`src/rtl/hpc_pkg.sv`:
```
package hpc_pkg;

    typedef enum logic [2:0] {
        ST_NORMAL = 3'd0,
        ST_HALT   = 3'd1,
        ST_RDN    = 3'd2,
        ST_VDN    = 3'd3,
        ST_EHALT  = 3'd4,
        ST_VUP    = 3'd5,
        ST_RUP    = 3'd6,
        ST_STOP   = 3'd7
    } hpc_state_e;

    typedef enum logic [2:0] {
        OP_TRACK,
        OP_HOLD,
        OP_LOW_RATIO,
        OP_LOW_VID,
        OP_REST_VID,
        OP_REST_RATIO
    } opp_cmd_e;

    typedef struct packed {
        logic       smi;
        logic       binit;
        logic       init;
        logic [1:0] lint;
        logic       busmsg;
    } wake_s;

    function automatic logic is_entry(hpc_state_e s);
        return (s == ST_RDN) || (s == ST_VDN);
    endfunction

    function automatic logic any_wake(wake_s w);
        return w.smi | w.binit | w.init | (|w.lint) | w.busmsg;
    endfunction

endpackage

```
`src/rtl/hpc_halt_detect.sv`:
```
module hpc_halt_detect #(
    parameter int NCORES = 2
) (
    input  logic [NCORES-1:0] core_halt,
    output logic              all_halt
);
    logic [NCORES:0] chain;

    assign chain[0] = 1'b1;
    for (genvar g = 0; g < NCORES; g++) begin : g_chain
        assign chain[g+1] = chain[g] & core_halt[g];
    end
    assign all_halt = chain[NCORES];
endmodule

```
`src/rtl/hpc_wake_merge.sv`:
```
module hpc_wake_merge
    import hpc_pkg::*;
(
    input  logic       clk,
    input  logic       rst,
    input  wake_s      wake,
    input  hpc_state_e state,
    output logic       wake_now,
    output logic       wake_pend
);
    logic pend_q;
    logic track_en;

    assign wake_now  = any_wake(wake);
    assign track_en  = is_entry(state);
    assign wake_pend = pend_q | wake_now;

    always_ff @(posedge clk) begin
        if (rst)           pend_q <= 1'b0;
        else if (track_en) pend_q <= pend_q | wake_now;
        else               pend_q <= 1'b0;
    end

    // a wake seen during entry is remembered at the next cycle
    a_r9_wake_latched: assert property (@(posedge clk) disable iff (rst)
        (track_en && wake_now) |=> pend_q);
endmodule

```
`src/rtl/hpc_opp_regs.sv`:
```
module hpc_opp_regs
    import hpc_pkg::*;
#(
    parameter int                RATIO_W   = 6,
    parameter int                VID_W     = 8,
    parameter logic [RATIO_W-1:0] RATIO_RST = '0,
    parameter logic [VID_W-1:0]   VID_RST   = '0
) (
    input  logic               clk,
    input  logic               rst,
    input  opp_cmd_e           cmd,
    input  logic [RATIO_W-1:0] ratio_nom,
    input  logic [VID_W-1:0]   vid_nom,
    input  logic [RATIO_W-1:0] ratio_low,
    input  logic [VID_W-1:0]   vid_low,
    output logic [RATIO_W-1:0] ratio_sel,
    output logic [VID_W-1:0]   vid_sel
);
    logic [RATIO_W-1:0] ratio_q, save_r;
    logic [VID_W-1:0]   vid_q, save_v;

    always_ff @(posedge clk) begin
        if (rst) begin
            ratio_q <= RATIO_RST;
            vid_q   <= VID_RST;
            save_r  <= RATIO_RST;
            save_v  <= VID_RST;
        end else begin
            unique case (cmd)
                OP_TRACK: begin
                    ratio_q <= ratio_nom;
                    vid_q   <= vid_nom;
                end
                OP_LOW_RATIO: begin
                    save_r  <= ratio_q;
                    save_v  <= vid_q;
                    ratio_q <= ratio_low;
                end
                OP_LOW_VID:    vid_q   <= vid_low;
                OP_REST_VID:   vid_q   <= save_v;
                OP_REST_RATIO: ratio_q <= save_r;
                default: ;
            endcase
        end
    end

    assign ratio_sel = ratio_q;
    assign vid_sel   = vid_q;

    // voltage is lowered only after the ratio already sits low
    a_r7_ratio_before_vid: assert property (@(posedge clk) disable iff (rst)
        (cmd == OP_LOW_VID) |-> (ratio_q == ratio_low));
    // ratio is restored only once the voltage is back at its captured value
    a_r8_vid_before_ratio: assert property (@(posedge clk) disable iff (rst)
        (cmd == OP_REST_RATIO) |-> (vid_q == save_v));
endmodule

```
`src/rtl/hpc_fsm.sv`:
```
module hpc_fsm
    import hpc_pkg::*;
(
    input  logic       clk,
    input  logic       rst,
    input  logic       all_halt,
    input  logic       wake_now,
    input  logic       wake_pend,
    input  logic       smi_ret,
    input  logic       smi_ret_halt,
    input  logic       stpclk_req,
    input  logic       ratio_done,
    input  logic       vid_done,
    input  logic       cfg_enh_wr,
    input  logic       cfg_enh_val,
    input  logic       snoop_req,
    output hpc_state_e state,
    output opp_cmd_e   cmd,
    output logic       snoop_svc
);
    hpc_state_e state_q, nxt;
    logic       enh_q;
    logic       svc_q;

    always_comb begin
        nxt = state_q;
        cmd = OP_HOLD;
        unique case (state_q)
            ST_NORMAL: begin
                cmd = OP_TRACK;
                if (!wake_now) begin
                    if (smi_ret) begin
                        if (smi_ret_halt) begin
                            nxt = ST_HALT;
                            cmd = OP_HOLD;
                        end
                    end else if (all_halt) begin
                        if (enh_q) begin
                            nxt = ST_RDN;
                            cmd = OP_LOW_RATIO;
                        end else begin
                            nxt = ST_HALT;
                            cmd = OP_HOLD;
                        end
                    end
                end
            end
            ST_HALT: begin
                if (wake_now)        nxt = ST_NORMAL;
                else if (stpclk_req) nxt = ST_STOP;
            end
            ST_STOP: begin
                if (!stpclk_req) nxt = ST_HALT;
            end
            ST_RDN: begin
                if (ratio_done) begin
                    if (wake_pend) begin
                        nxt = ST_RUP;
                        cmd = OP_REST_RATIO;
                    end else begin
                        nxt = ST_VDN;
                        cmd = OP_LOW_VID;
                    end
                end
            end
            ST_VDN: begin
                if (vid_done) begin
                    if (wake_pend) begin
                        nxt = ST_VUP;
                        cmd = OP_REST_VID;
                    end else begin
                        nxt = ST_EHALT;
                    end
                end
            end
            ST_EHALT: begin
                if (wake_now) begin
                    nxt = ST_VUP;
                    cmd = OP_REST_VID;
                end
            end
            ST_VUP: begin
                if (vid_done) begin
                    nxt = ST_RUP;
                    cmd = OP_REST_RATIO;
                end
            end
            ST_RUP: begin
                if (ratio_done) nxt = ST_NORMAL;
            end
            default: nxt = ST_NORMAL;
        endcase
    end

    always_ff @(posedge clk) begin
        if (rst) begin
            state_q <= ST_NORMAL;
            enh_q   <= 1'b1;
            svc_q   <= 1'b0;
        end else begin
            state_q <= nxt;
            if (cfg_enh_wr) enh_q <= cfg_enh_val;
            svc_q <= snoop_req && (state_q != ST_STOP);
        end
    end

    assign state     = state_q;
    assign snoop_svc = svc_q;

    // one reset cycle lands in Normal
    a_r1_reset_normal: assert property (@(posedge clk)
        $past(rst) |-> (state_q == ST_NORMAL));
    // the step from Normal into Halt needs all cores halted or an SMI return
    a_r2_halt_gate: assert property (@(posedge clk) disable iff (rst)
        ($past(state_q) == ST_NORMAL && state_q == ST_HALT) |-> ($past(all_halt) || $past(smi_ret)));
    // StopGrant is reached only from Halt
    a_r5_stop_from_halt: assert property (@(posedge clk) disable iff (rst)
        (state_q == ST_STOP) |-> ($past(state_q) == ST_HALT || $past(state_q) == ST_STOP));
    // a serviced snoop had a request outside StopGrant one cycle before
    a_r6_snoop_origin: assert property (@(posedge clk) disable iff (rst)
        svc_q |-> ($past(snoop_req) && $past(state_q) != ST_STOP));
endmodule

```
`src/rtl/halt_power_ctrl.sv`:
```
module halt_power_ctrl
    import hpc_pkg::*;
#(
    parameter int                 NCORES    = 2,
    parameter int                 RATIO_W   = 6,
    parameter int                 VID_W     = 8,
    parameter int                 FSB_W     = 2,
    parameter logic [FSB_W-1:0]   FSB_SEL   = 2'd1,
    parameter logic [RATIO_W-1:0] RATIO_RST = 6'd16,
    parameter logic [VID_W-1:0]   VID_RST   = 8'd90
) (
    input  logic               clk,
    input  logic               rst,
    input  logic [NCORES-1:0]  core_halt,
    input  logic               wake_smi,
    input  logic               wake_binit,
    input  logic               wake_init,
    input  logic [1:0]         wake_lint,
    input  logic               wake_busmsg,
    input  logic               smi_ret,
    input  logic               smi_ret_halt,
    input  logic               stpclk_req,
    input  logic               snoop_req,
    input  logic               cfg_enh_wr,
    input  logic               cfg_enh_val,
    input  logic [RATIO_W-1:0] ratio_nom,
    input  logic [VID_W-1:0]   vid_nom,
    input  logic [RATIO_W-1:0] ratio_low,
    input  logic [VID_W-1:0]   vid_low,
    input  logic               ratio_done,
    input  logic               vid_done,
    output logic [2:0]         pwr_state,
    output logic [RATIO_W-1:0] ratio_sel,
    output logic [VID_W-1:0]   vid_sel,
    output logic [FSB_W-1:0]   fsb_sel,
    output logic               snoop_svc
);
    wake_s      wake;
    logic       all_halt, wake_now, wake_pend;
    hpc_state_e state;
    opp_cmd_e   cmd;

    assign wake = '{smi: wake_smi, binit: wake_binit, init: wake_init,
                    lint: wake_lint, busmsg: wake_busmsg};

    hpc_halt_detect #(.NCORES(NCORES)) u_detect (
        .core_halt (core_halt),
        .all_halt  (all_halt)
    );

    hpc_wake_merge u_wake (
        .clk       (clk),
        .rst       (rst),
        .wake      (wake),
        .state     (state),
        .wake_now  (wake_now),
        .wake_pend (wake_pend)
    );

    hpc_fsm u_fsm (
        .clk          (clk),
        .rst          (rst),
        .all_halt     (all_halt),
        .wake_now     (wake_now),
        .wake_pend    (wake_pend),
        .smi_ret      (smi_ret),
        .smi_ret_halt (smi_ret_halt),
        .stpclk_req   (stpclk_req),
        .ratio_done   (ratio_done),
        .vid_done     (vid_done),
        .cfg_enh_wr   (cfg_enh_wr),
        .cfg_enh_val  (cfg_enh_val),
        .snoop_req    (snoop_req),
        .state        (state),
        .cmd          (cmd),
        .snoop_svc    (snoop_svc)
    );

    hpc_opp_regs #(
        .RATIO_W   (RATIO_W),
        .VID_W     (VID_W),
        .RATIO_RST (RATIO_RST),
        .VID_RST   (VID_RST)
    ) u_opp (
        .clk       (clk),
        .rst       (rst),
        .cmd       (cmd),
        .ratio_nom (ratio_nom),
        .vid_nom   (vid_nom),
        .ratio_low (ratio_low),
        .vid_low   (vid_low),
        .ratio_sel (ratio_sel),
        .vid_sel   (vid_sel)
    );

    assign pwr_state = state;
    assign fsb_sel   = FSB_SEL;
endmodule

```
`config.mk`:
```
export PLATFORM = sky130hd
export DESIGN_NAME = halt_power_ctrl
export DESIGN_NICKNAME = d
export VERILOG_FILES = /design/src/rtl/hpc_pkg.sv /design/src/rtl/hpc_halt_detect.sv /design/src/rtl/hpc_wake_merge.sv /design/src/rtl/hpc_opp_regs.sv /design/src/rtl/hpc_fsm.sv /design/src/rtl/halt_power_ctrl.sv
export SDC_FILE = /design/constraint.sdc
export NUM_CORES = 1
export LEC_CHECK = 0
export ABC_CLOCK_PERIOD_IN_PS = 2500
export BUFFER_PORTS_ARGS = -buffer_cell sky130_fd_sc_hd__buf_2
export CAP_MARGIN = 10
export CORE_MARGIN = 2
export CORE_UTILIZATION = 45
export DETAILED_ROUTE_END_ITERATION = 12
export PLACE_DENSITY = 0.73
export SYNTH_ARGS = -nofsm -noshare
export SYNTH_HDL_FRONTEND = slang
export SYNTH_SLANG_ARGS = --single-unit
```
`constraint.sdc`:
```
create_clock -name clk -period 2.5 [get_ports clk]
set_input_delay 0.625 -clock clk [delete_from_list [all_inputs] [get_ports clk]]
set_output_delay 0.625 -clock clk [all_outputs]
set_load 0.02 [all_outputs]
```
* Yosys cells after proc, flatten, opt, wreduce, memory -nomap -nowiden
Cells that the tools add are included.
Storage, ports and cells: input bits 46, word-level logic and storage cells 75, output and inout port bits 20, flip-flop bits (word level) 34
Operators by class: reduce and logical (&&, ||, !) cells 9, multiplexer cells 29, bitwise logic cells 7, equality and inequality tests 22
Operator list (number):
- $mux 3 | 22
- $pmux 3 s8 | 1
- $pmux 8 s3 | 1
- $eq 3x3->1 const B | 6
- $pmux 6 s3 | 1
- $pmux 3 s5 | 1
- $eq 3x2->1 const B | 4
- $ne 2x2->1 const B | 6
- $reduce_and 10->1 | 1
- $ne 3x3->1 const B | 3
- $logic_not 3->1 | 2
- $reduce_bool 3->1 | 2
- $or 1x1->1 | 5
- $reduce_or 2->1 | 2
- $eq 3x1->1 const B | 1
- $ne 3x2->1 const B | 1
- $mux 1 | 2
- $mux 2 | 1
- $ne 2x1->1 const B | 1
- $and 1x1->1 | 1
- $logic_and 1x1->1 | 1
- $logic_or 1x1->1 | 1
- $not 1->1 | 1

* Logic depth before layout (Yosys ltp)
word-level depth 10, depth in mapped cells 8, depth with buffers taken out 6

* By module
A second synthesis with hierarchy kept.
Unflattened totals: cells, all modules 212, area total of the unflattened synthesis 1865.5 µm²
By module, submodules not included:
- hpc_opp_regs | cells an instance 135, area an instance 1246.2 µm², sequential area each 560.5 µm², times used 1
- hpc_fsm | cells an instance 65, area an instance 525.5 µm², sequential area each 100.1 µm², times used 1
- hpc_wake_merge | cells an instance 7, area an instance 65.1 µm², sequential area each 20.0 µm², times used 1
- halt_power_ctrl | cells an instance 4, area an instance 22.5 µm², sequential area each 0.0 µm², times used 1
- hpc_halt_detect | cells an instance 1, area an instance 6.3 µm², sequential area each 0.0 µm², times used 1

* Worst setup path after synthesis
OpenSTA, ideal clock, no wires.
path kind input -> register, start point input wake_init, end point register u_opp.ratio_q[4], in the netlist u_opp.ratio_sel[4], slack 0.294 ns, cell stages on the path 6, required time 2.384 ns, buffers on the path 0, library setup time 0.116 ns, arrival time 2.090 ns, cell sequence nor4_4 o211ai_1 a32oi_4 xnor2_1 nand2b_1 a31o_2
Between the ends: word-level cells in the longest chain between the ends 9, elaborated cells on any way between the ends 16, classes of those cells eq/ne (2); mux (8); bitwise (4); reduce/logical (2)
Ends and longest elaborated chain:
- from (decl) | RTL line halt_power_ctrl.sv:17 | input logic wake_init,
- $or 1x1->1 (*) (3 in series) | RTL line hpc_pkg.sv:36 | return w.smi | w.binit | w.init | (|w.lint) | w.busmsg;
- $or 1x1->1 | RTL line hpc_wake_merge.sv:16 | assign wake_pend = pend_q | wake_now;
- $mux 3 (on tied branches) | RTL line hpc_fsm.sv:68, hpc_fsm.sv:57
- $mux 3 (on tied branches) | RTL line hpc_fsm.sv:67, hpc_fsm.sv:56
- $pmux 3 s5 (*) | RTL line hpc_fsm.sv:28 | unique case (state_q)
- $eq 3x3->1 (tied with other cells) | RTL line hpc_opp_regs.sv:29 | unique case (cmd)
- $pmux 6 s3 or $reduce_bool 3->1 (tied branches)
- to (signal assigned) | RTL line hpc_opp_regs.sv:31 | ratio_q <= ratio_nom;
- to (signal assigned) | RTL line hpc_opp_regs.sv:37 | ratio_q <= ratio_low;
- to (signal assigned) | RTL line hpc_opp_regs.sv:41 | OP_REST_RATIO: ratio_q <= save_r;
- to (decl) | RTL line hpc_opp_regs.sv:19 | logic [RATIO_W-1:0] ratio_q, save_r;
Every way passes the cells marked *; elsewhere a longest branch is shown, timed or not. A chain may end at the register's enable or synchronous reset.

* Worst setup path in the final report
start point register u_fsm.state_q[0], in the netlist u_fsm.state[0], end point register u_opp.vid_q[2], in the netlist u_opp.vid_sel[2]
Between the ends: word-level cells in the longest chain between the ends 4, elaborated cells on any way between the ends 11, classes of those cells eq/ne (6); mux (2); reduce/logical (3)
Ends and longest elaborated chain:
- from (decl) | RTL line hpc_fsm.sv:21 | hpc_state_e state_q, nxt;
- from (signal assigned) | RTL line hpc_fsm.sv:101 | state_q <= nxt;
- $eq 3x3->1 (tied with other cells) | RTL line hpc_fsm.sv:28
- $pmux 3 s5 (*) | RTL line hpc_fsm.sv:28
- $eq 3x3->1 (tied with other cells) | RTL line hpc_opp_regs.sv:29
- $pmux 8 s3 or $reduce_bool 3->1 (tied branches)
- to (signal assigned) | RTL line hpc_opp_regs.sv:32 | vid_q <= vid_nom;
- to (signal assigned) | RTL line hpc_opp_regs.sv:39 | OP_LOW_VID: vid_q <= vid_low;
- to (signal assigned) | RTL line hpc_opp_regs.sv:40 | OP_REST_VID: vid_q <= save_v;
- to (decl) | RTL line hpc_opp_regs.sv:20 | logic [VID_W-1:0] vid_q, save_v;
Marked as above.

==> impl_metrics.json <==
{
  "period_needed_ns": 2.20,
  "syn_nets": 272,
  "ant_nets": 0,
  "cts_hold_buf": 0,
  "ir_worst_vdd_mv": 0.407,
  "status": "finished, final reports clean",
  "reg2reg_from": "u_fsm.state[0]",
  "gp_congestion": 0.866,
  "mostFrequentLayoutCell": "buf_2",
  "fin_worst_skew_ns": 0.00442,
  "muxShareOfSynthArea": 0.0103,
  "area_delta_synth_final_pct": 23.6,
  "path_max_fanout": 12,
  "cts.path.max_buffers": 2,
  "path_class": "reg2reg",
  "leakagePower_nw": 1.01,
  "grtUsageTotal": 0.200,
  "clk_pin_slew_ns": 0.07,
  "io_pins": 66,
  "netlist_area_um2": 1930,
  "grt_start_max_net_pins": 26,
  "avgSynthCellArea_um2": 8.56,
  "ctsRootBufferMaster": "clkbuf_8",
  "num_vias": 1928,
  "cts_resized": 0,
  "start_util": 0.477,
  "tns_ns": 0,
  "drtIter0Drc": 168,
  "drive_above_1_share": 0.347,
  "synth_compound_area_frac": 0.291,
  "rsz0062_at_grt": "no",
  "worstPathArrival_ns": 2.39,
  "setup_violations": 0,
  "cap_violations": 0,
  "layoutNonFillerInstCount": 347,
  "cts.sinks": 34,
  "reg2reg_to": "u_opp.vid_sel[2]",
  "start_kind": "flip-flop",
  "slew_headroom": 0.664,
  "max_freq_mhz": 454,
  "clk_latency_ns": 0.28,
  "die_area_um2": 4840,
  "diodes": 0,
  "cts_buffers": 5,
  "ys_types": 53,
  "power_mw": 1.69,
  "core_area_um2": 4060,
  "fp.dieW_um": 69.6,
  "reg2reg_depth": 7,
  "die_h_um": 69.6,
  "critPathCaptureType": "flip-flop",
  "avgViaCountPerCell": 5.56,
  "antenna_found_initial": 0,
  "port_buffers": 63,
  "r2r_slack_ns": 0.30,
  "grt_pass1_wl_um": 7990,
  "dr.pass1.iters": 4,
  "postCtsSetupBuffers": 0,
  "yosys.area_share.xor_xnor": 0.00453,
  "fin_crit_sh": 0.882,
  "async_flop_share": 0,
  "hold_viol_final": 0,
  "p_per_area_nw_per_um2": 707,
  "synth_edf_count": 0,
  "ys.flop_type": "dfxtp_1",
  "dp_hpwl_um": 3490,
  "fin_util": 0.589,
  "crit_required_ns": 2.68,
  "drt-total-wl_um": 4730,
  "htreeDepth": 2,
  "ys_seq_area_frac": 0.352,
  "hold-path-cell-count": 2,
  "grt_overflow_total": 0,
  "placed_cells": 339,
  "tightestPinTransition_ns": 0.504,
  "drv_slew": 0,
  "final_cell_mix": "buf_2, nand2_1, dfxtp_1",
  "ys_ff_latch": 34,
  "synth_top_family_by_area": "compound AO/OA/AOI/OAI gates",
  "grt_pass1_vias": 1761,
  "synthAdderAreaFrac": 0,
  "ys_warn_count": 0,
  "hp-class": "reg2reg",
  "cts_tree": "yes",
  "postPlaceCellArea_um2": 2300,
  "min_from": "u_opp.save_r[2]",
  "synth-simple-area-share": 0.248,
  "wl_per_cell_um": 13.6,
  "rows": 23,
  "hold-path-endpoint": "u_opp.save_r[2]",
  "nets": 342,
  "drc": 0,
  "syn_inst": 226,
  "finalInstanceArea_um2": 2390
}
per-layer routing:
metal | GRT usage | up-vias | wire, µm
met1 | 0.268 | 892 | 2180
li1 | - | 962 | -
met4 | 0.0588 | 0 | 52
met2 | 0.324 | 70 | 2210
met5 | 0 | - | 0
met3 | 0.0407 | 4 | 290
cell usage after synthesis (4+ instances only):
library cell  instances  share of area
a221oi_1              6          0.027
nand2_1              40          0.078
a21oi_1              15          0.039
clkbuf_1              5         0.0097
nand3_1               6          0.016
o21ai_0              13          0.034
a22oi_1              10          0.039
inv_1                 9          0.017
o211ai_1              6          0.023
a211o_1               4          0.018
buf_6                 5          0.029
nor2_1                9          0.017
nand3b_1              7          0.027
dfxtp_1              34           0.35
logic make-up (layout without fill, tap and decap cells):
logic type | Yosys count | in the layout
multiplexers | 2 | 2
AO/OA/AOI/OAI | 76 | 76
other | 2 | 2
buffers and inverters | 26 | 97
XOR/XNOR | 1 | 1
AND/OR/NAND/NOR | 85 | 85
flip-flops | 34 | 34
worst max-delay path by stage:
stage / from / end / slack [ns] / cells past startpoint
global placement: wake_init / u_opp.ratio_sel[2] / 0.09 / 8
detailed placement: wake_init / u_opp.ratio_sel[2] / 0.08 / 8
global route: u_fsm.state[0] / u_opp.vid_sel[2] / 0.1 / 6
floorplan: wake_init / u_opp.ratio_sel[4] / 0.29 / 6
finish: u_fsm.state[0] / u_opp.vid_sel[2] / 0.30 / 7
CTS: u_fsm.state[1] / u_opp.vid_sel[2] / 0.29 / 8
worst max-delay path: stages (launching register included):
cell and delay (ns):
dfxtp_1 0.54, and4bb_2 0.31, a211o_2 0.29, a32oi_4 0.25, buf_4 0.24, a21o_2 0.13
o21ai_0 0.08, a221oi_1 0.25
metrics by stage:
stage          hold slack (ns)  worst slack [ns]
2_1_floorplan            0.431             0.294
3_3_place_gp             0.443            0.0890
3_5_place_dp             0.447            0.0778
4_1_cts                  0.457             0.287
5_1_grt                  0.470            0.0984
6_report                 0.459             0.296
report_power, final:
part / switching (mW) / total [mW] / internal [mW] / leakage [nW]
Sequential: 0.0611 / 0.663 / 0.602 / 0.279
Clock: 0.192 / 0.414 / 0.222 / 0.0482
Combinational: 0.338 / 0.614 / 0.276 / 0.685
Total: 0.591 / 1.69 / 1.10 / 1.01
state kept, by name, indices dropped and copies added, names as in the netlist:
| signal | flops |
|---|---|
| u_fsm.enh_q | 1 |
| u_opp.save_r | 6 |
| u_opp.vid_sel | 8 |
| u_fsm.snoop_svc | 1 |
| u_fsm.state | 3 |
| u_opp.save_v | 8 |
| u_wake.pend_q | 1 |
| u_opp.ratio_sel | 6 |
layout make-up:
type                            instances  area, µm²
Sequential cell                        34        681
Inverter                                9       33.8
Multi-Input combinational cell        166       1080
Clock inverter                          1       5.00
Timing Repair Buffer                   80        443
Clock buffer                            7       86.3
Fill cell                             376       1670
Tap cell                               50       62.6
No activity file was read; power rests on OpenSTA's default activity.
